## src/rtl/lu_pkg.sv

```systemverilog
package lu_pkg;
  localparam int unsigned LU_NREGS_DEF = 8;
  localparam int unsigned LU_NPORTS    = 3;  // src0, src1, dst
endpackage

```

## src/rtl/lu_busy_flags.sv

```systemverilog
module lu_busy_flags #(
  parameter int unsigned NREGS = 8,
  parameter int unsigned IDX_W = $clog2(NREGS)
) (
  input  logic             clk_i,
  input  logic             rst_ni,
  input  logic             ret_valid_i,
  input  logic [IDX_W-1:0] ret_idx_i,
  input  logic             set_valid_i,
  input  logic [IDX_W-1:0] set_idx_i,
  output logic [NREGS-1:0] busy_q_o,
  output logic [NREGS-1:0] busy_eff_o
);
  for (genvar g = 0; g < NREGS; g++) begin : g_flag
    logic clr, set;
    assign clr = ret_valid_i && (ret_idx_i == IDX_W'(g));
    assign set = set_valid_i && (set_idx_i == IDX_W'(g));
    // return is visible in the same cycle
    assign busy_eff_o[g] = busy_q_o[g] & ~clr;
    always_ff @(posedge clk_i or negedge rst_ni) begin
      if (!rst_ni) busy_q_o[g] <= 1'b0;
      else         busy_q_o[g] <= busy_eff_o[g] | set;
    end
  end
endmodule

```

## src/rtl/lu_hazard_check.sv

```systemverilog
module lu_hazard_check #(
  parameter int unsigned NREGS  = 8,
  parameter int unsigned IDX_W  = $clog2(NREGS),
  parameter int unsigned NPORTS = 3
) (
  input  logic                         valid_i,
  input  logic [NREGS-1:0]             busy_i,
  input  logic [NPORTS-1:0][IDX_W-1:0] idx_i,
  output logic [NPORTS-1:0]            hit_o,
  output logic                         stall_o
);
  for (genvar p = 0; p < NPORTS; p++) begin : g_port
    assign hit_o[p] = busy_i[idx_i[p]];
  end
  assign stall_o = valid_i && (|hit_o);
endmodule

```

## src/rtl/lu_scoreboard.sv

```systemverilog
module lu_scoreboard #(
  parameter int unsigned NREGS = lu_pkg::LU_NREGS_DEF,
  localparam int unsigned IDX_W = $clog2(NREGS)
) (
  input  logic             clk_i,
  input  logic             rst_ni,
  input  logic             iss_valid_i,
  input  logic [IDX_W-1:0] iss_src0_i,
  input  logic [IDX_W-1:0] iss_src1_i,
  input  logic [IDX_W-1:0] iss_dst_i,
  input  logic             iss_load_i,
  input  logic             ret_valid_i,
  input  logic [IDX_W-1:0] ret_idx_i,
  output logic             stall_o
);
  localparam int unsigned NP = lu_pkg::LU_NPORTS;

  logic [NREGS-1:0]         busy_q, busy_eff;
  logic [NP-1:0][IDX_W-1:0] chk_idx;
  logic [NP-1:0]            chk_hit;
  logic                     set_valid;

  assign chk_idx   = {iss_dst_i, iss_src1_i, iss_src0_i};
  // only an issuing load claims its destination
  assign set_valid = iss_valid_i && iss_load_i && !stall_o;

  lu_busy_flags #(.NREGS(NREGS), .IDX_W(IDX_W)) u_flags (
    .clk_i       (clk_i),
    .rst_ni      (rst_ni),
    .ret_valid_i (ret_valid_i),
    .ret_idx_i   (ret_idx_i),
    .set_valid_i (set_valid),
    .set_idx_i   (iss_dst_i),
    .busy_q_o    (busy_q),
    .busy_eff_o  (busy_eff)
  );

  lu_hazard_check #(.NREGS(NREGS), .IDX_W(IDX_W), .NPORTS(NP)) u_haz (
    .valid_i (iss_valid_i),
    .busy_i  (busy_eff),
    .idx_i   (chk_idx),
    .hit_o   (chk_hit),
    .stall_o (stall_o)
  );
endmodule

```

## config.mk

```make
export PLATFORM = sky130hd
export DESIGN_NAME = lu_scoreboard
export DESIGN_NICKNAME = d
export VERILOG_FILES = /design/src/rtl/lu_pkg.sv /design/src/rtl/lu_busy_flags.sv /design/src/rtl/lu_hazard_check.sv /design/src/rtl/lu_scoreboard.sv
export SDC_FILE = /design/constraint.sdc
export NUM_CORES = 1
export LEC_CHECK = 0
export BUFFER_PORTS_ARGS = -buffer_cell sky130_fd_sc_hd__buf_2
export CAP_MARGIN = 20
export CORE_MARGIN = 8
export CORE_UTILIZATION = 49
export CTS_CLUSTER_DIAMETER = 60
export DETAILED_ROUTE_END_ITERATION = 16
export PLACE_DENSITY = 0.74
export SETUP_SLACK_MARGIN = 0.4
export SLEW_MARGIN = 20
export SYNTH_ARGS = -nofsm -noshare
export SYNTH_HDL_FRONTEND = slang
export SYNTH_SLANG_ARGS = --single-unit
```

## constraint.sdc

```tcl
create_clock -name clk_i -period 3.6 [get_ports clk_i]
set_input_delay 0.72 -clock clk_i [delete_from_list [all_inputs] [get_ports clk_i]]
set_output_delay 0.72 -clock clk_i [all_outputs]
set_load 0.005 [all_outputs]
```

### Yosys cells after proc, flatten, opt, wreduce, memory -nomap -nowiden

Index checks and enable logic that the tools add are counted.

| word-level totals | value |
|---|---|
| bits in read-only memories | 0 |
| bits in latches | 0 |
| flip-flop bits (word level) | 8 |
| memories kept | 0 |
| bits in writable memories | 0 |
| input bits | 17 |
| word-level logic and storage cells | 78 |
| output and inout port bits | 1 |

| cells by class | value |
|---|---|
| div/mod/pow operators | 0 |
| mux-type cells | 6 |
| add/sub/neg operators | 0 |
| eq/ne operators | 14 |
| multipliers | 0 |
| bitwise logic cells | 24 |
| reduce and logical (&&, ||, !) cells | 23 |
| shift operators | 0 |
| $lt $le $gt $ge | 3 |

Operators with widths:

| operator | number |
|---|---|
| $eq 3x3->1 const B | 8 |
| $logic_and 1x1->1 | 19 |
| $eq 3x2->1 const B | 4 |
| $lt 3x4->1 const B | 3 |
| $bmux 1 s3 | 3 |
| $and 1x1->1 | 8 |
| $not 1->1 | 8 |
| $or 1x1->1 | 8 |
| $eq 3x1->1 const B | 2 |
| $logic_not 3->1 | 2 |
| $mux 1 | 3 |
| $reduce_or 3->1 | 1 |
| $logic_not 1->1 | 1 |

### Depth between registers and ports, before layout

| depth | value |
|---|---|
| word-level depth | 12 |
| depth in mapped cells | 5 |

### Cells and area by module

A second synthesis with hierarchy kept.

| second synthesis, totals | value |
|---|---|
| cell total of the unflattened synthesis | 51 |
| area total of the unflattened synthesis | 636.9 um^2 |

By module, submodules not included:

| module | instances | cells each | area an instance (um^2) |
|---|---|---|---|
| lu_busy_flags | 1 | 40 | 439.2 |
| lu_hazard_check | 1 | 10 | 188.9 |
| lu_scoreboard | 1 | 1 | 8.8 |

### Worst setup path after synthesis

OpenSTA, ideal clock, no wires.

| path | value |
|---|---|
| path kind | input to output |
| from | in ret_idx_i[0] |
| to | out stall_o |
| slack | 944 ps |
| cell stages on the path | 5 |
| data required time | 2880 ps |
| arrival | 1936 ps |
| buffers on the path | 0 |
| cell sequence | nor4b_1 nand2b_1 mux4_2 o221ai_4 o31a_1 |

| on the way | value |
|---|---|
| word-level cells in the longest chain between the ends | 8 |
| elaborated cells on any way between the ends | 40 |

Ends and longest elaborated chain:

| what | line | RTL |
|---|---|---|
| start: declaration | lu_scoreboard.sv:13 | `input logic [IDX_W-1:0] ret_idx_i,` |
| $eq 3x1->1 (tied with other cells) | lu_busy_flags.sv:16 | `assign clr = ret_valid_i && (ret_idx_i == IDX_W'(g));` |
| $logic_and 1x1->1 | lu_busy_flags.sv:16 |  |
| $not 1->1 | lu_busy_flags.sv:19 | `assign busy_eff_o[g] = busy_q_o[g] & ~clr;` |
| $and 1x1->1 | lu_busy_flags.sv:19 |  |
| $bmux 1 s3 | lu_hazard_check.sv:13 | `assign hit_o[p] = busy_i[idx_i[p]];` |
| $mux 1 (implied by the code) | lu_hazard_check.sv:13 |  |
| $reduce_or 3->1 * | lu_hazard_check.sv:15 | `assign stall_o = valid_i && (\|hit_o);` |
| $logic_and 1x1->1 * | lu_hazard_check.sv:15 |  |
| end: declaration | lu_scoreboard.sv:14 | `output logic stall_o` |

Mark *: on every way between the ends. The rest lies on a longest branch, timed or not. The select of a mux whose other input is x is not followed.

### Worst setup path in the final report

Same ends and word-level chain as after synthesis.

==> summary.txt <==
Worst setup path
  • Startpoint Class: input pin
  • Critical Path Fanout Max: 9
  • Worst setup EP type: output pin
  • CP cell instances: buf_2, nor4b_1, nand2b_1, mux4_2, o221ai_4, o31a_1, buf_2
  • Crit Path Class: input pin to output pin
  • Cell family with most CP delay: simple AND/OR/NAND/NOR gates
  • Max incr delay on CP: 0.37 ns
  • Arrival time at the worst endpoint: 2.34 ns
  • Req. time, crit path: 2.88 ns
  • Most frequent CP cell: buf_2
  • Slowest cell on crit path: nor4b_1
  • Buf/Inv on CP: 2

Yosys
  • Synth top area cells: dfrtp_1 (28%), nand2_1 (9.9%), o31ai_1 (9.4%)
  • Post-synth EDFFs: 0
  • Post-synthesis register bit count: 8
  • Post-synth top area share: 27.7%
  • Largest family of logic cells by synthesized area: simple AND/OR/NAND/NOR gates
  • Netlist Area Pre-Place: 722 um2
  • XOR/XNOR Fraction of Synth Area: 0%
  • Post-synth top area cell: dfrtp_1
  • Mux cell area share after synthesis: 6.24%
  • Compound-Gate Fraction of Synth Area: 29.8%
  • Mapped Nets: 94
  • Async SR Flop Fraction: 100%
  • Seq/Total Area, Yosys: 27.7%
  • Top cells by count, synth: nand2_1 (19), o31ai_1 (9), dfrtp_1 (8)
  • Count leader, synth: nand2_1
  • Simple-gate portion of the synthesized area: 34.1%
  • Synthesis Warnings: 0
  • Syn Area/Cell: 9.38 um2
  • Synth Area in Adders: 0%
  • Top FF cell, synth: dfrtp_1
  • Yosys cell types: 28
  • Cells after Synth: 77

Drt
  • Vias per cell: 6.41
  • Total wire length: 1850 um
  • Iter 0 DRT Violations: 28
  • Wire per inst: 16.5 um
  • Drt pass-1 iters: 4
  • Antenna viol nets, final: 0
  • Vias: 718
  • Remaining DRCs: 0

Clocking
  • Post-CTS setup buffer count: 0
  • Clock sinks: 8
  • CTS tree: yes
  • Clock slew at reported path FFs: 0.06 ns
  • Clk buf depth: 2
  • Clock root cell: clkbuf_4
  • Clk_lat worst skew: 0.26 ns
  • CTS H-tree lvls: 1
  • Num CTS Buffers: 3
  • Post-cts resize count: 0
  • Cts hold-fix bufs: 0

Placement
  • Gpl congestion: 0.909
  • DPL Wire Length: 1480 um
  • PortBufs: 17
  • Area post-placement: 823 um2
  • Dpl cells: 109

Power
  • Clock share of power: 19.8%
  • Sw power: 0.131 mW
  • Share of power burned in registers: 37.7%
  • Static Leak: 0.340 nW
  • Power per standard cell area: 410 nW/um2
  • Sw Share: 37.8%
  • Peak supply drop: 221 uV
  • Combinational power share: 42.5%
  • Internal Pwr Total: 0.216 mW

Worst hold path
  • Hold Crit Class: input pin to asynchronous set/reset pin

Timing
  • Setup violators final: 0
  • Slew margin rel.: 66.0%
  • Final Max Tran Viols: 0
  • Worst-Margin Slew: 0.503 ns
  • Clock Skews: 0.00826 ns
  • Fmax: 327 MHz
  • Post-layout min period: 3.06 ns
  • Setup TNS: 0 ns
  • RSZ-0062 raised after global routing: false
  • Final Hold Vio Count: 0
  • Crit share post-route: 85.0%

Finish
  • Layout fillers: 126
  • Fin util: 58.9%
  • Layout cells sized above 1: 29.2%
  • P&R area growth vs syn: 17.2%
  • Post-Layout Cell Count: 112
  • Biggest registers after layout: u_flags.busy_q_o x8
  • Post-route cell area: 846 um2
  • Most flops, register: u_flags.busy_q_o
  • Inserted Diodes: 0
  • Largest register FFs: 8
  • NumNets Final: 115

Die
  • Core footprint: 1440 um2
  • Top-Level Pins: 18
  • FP Rows: 14
  • Die Y: 54.4 um
  • Starting Density: 50.3%
  • Die Area: 2960 um2
  • Die width: 54.4 um

Global route
  • Largest net degree at the start of global routing: 11
  • Initial antenna violation count: 0
  • GRT Util Overall: 14.4%
  • Grt total ovfl: 0
  • Vias in the first global route: 708
  • First-pass GRT wire length: 3140 um

Flow run
  • MaxCap Viol Count: 0

Status
  • Run status: finished, final reports clean
==> final timing paths <==
check / start / endpoint / slack [ns] / cells after the start
max in group asynchronous: rst_ni / u_flags.busy_q_o[4] / 3.13 / 1
min in group clk_i: u_flags.busy_q_o[0] / u_flags.busy_q_o[0] / 0.56 / 2
setup reg to reg: u_flags.busy_q_o[7] / u_flags.busy_q_o[7] / 2.01 / 4
hold / removal: rst_ni / u_flags.busy_q_o[0] / 0.30 / 1
setup / recovery: ret_idx_i[0] / stall_o / 0.54 / 7
hold reg to reg: u_flags.busy_q_o[0] / u_flags.busy_q_o[0] / 0.56 / 2
==> kinds of logic after synthesis <==
family / count (synthesis)
compound gates: 19
buf+inv: 4
flops: 8
mux: 3
simple gates: 43
==> area by class of cell <==
class / count / area (um2) / share of cell area [%]
Multi-Input combinational cell: 65 / 507 / 59.9
Sequential cell: 8 / 200 / 23.7
Timing Repair Buffer: 17 / 85.1 / 10.1
Clock buffer: 3 / 22.5 / 2.66
Tap cell: 16 / 20.0 / 2.37
Inverter: 3 / 11.3 / 1.33
==> per-stage QoR <==
step | hold WS [ns] | setup slack, ns | power, mW
after global routing | 0.293 | 0.437 | 0.376
after CTS | 0.297 | 0.540 | 0.349
final | 0.296 | 0.542 | 0.347
after detailed placement | 0.541 | 0.543 | 0.279
after floorplan | 0.424 | 0.944 | 0.231
after global placement | 0.549 | 0.560 | 0.276
==> routing by layer <==
metal  up-vias  GRT usage (%)  share of wire (%)
met1       342           19.0                 44
li1        346              -                  -
met3         4           2.72                6.5
met5         -              0                  0
met4         0           11.5                1.7
met2        26           20.0                 48
==> worst register-to-register path, delay by kind of cell, from the launching register on <==
kind / cells / cell delay (ns)
compound gates: 3 / 0.89
flops: 1 / 0.41
simple gates: 1 / 0.19
==> power groups by stage <==
stage | clock [mW] | sequential, mW | combinational, mW
6_report | 0.0688 | 0.131 | 0.147
2_1_floorplan | 0 | 0.126 | 0.105
3_5_place_dp | 0 | 0.132 | 0.147
4_1_cts | 0.0720 | 0.130 | 0.147
5_1_grt | 0.0787 | 0.133 | 0.164
3_3_place_gp | 0 | 0.132 | 0.144
==> layout by cell type, fill, tap and decap left out, drive strengths merged <==
cell type	netlist	final
o31ai	9	9
o41ai	1	1
mux4	1	1
and3	1	1
nand2	19	19
nand3	4	4
nand4	1	1
nor2	2	2
o221ai	1	1
dfrtp	8	8
and4b	2	2
or3b	1	1
nand2b	4	4
buf	0	17
nor4	1	1
mux2	2	2
o211ai	1	1
nor3	1	1
nand4bb	1	1
and4bb	1	1
o32a	1	1
o32ai	1	1
clkbuf	1	3
inv	3	3
nand4b	2	2
and4	1	1
o2111a	4	4
nor4b	2	2
o31a	1	1
(Power assumes the default switching activity.)
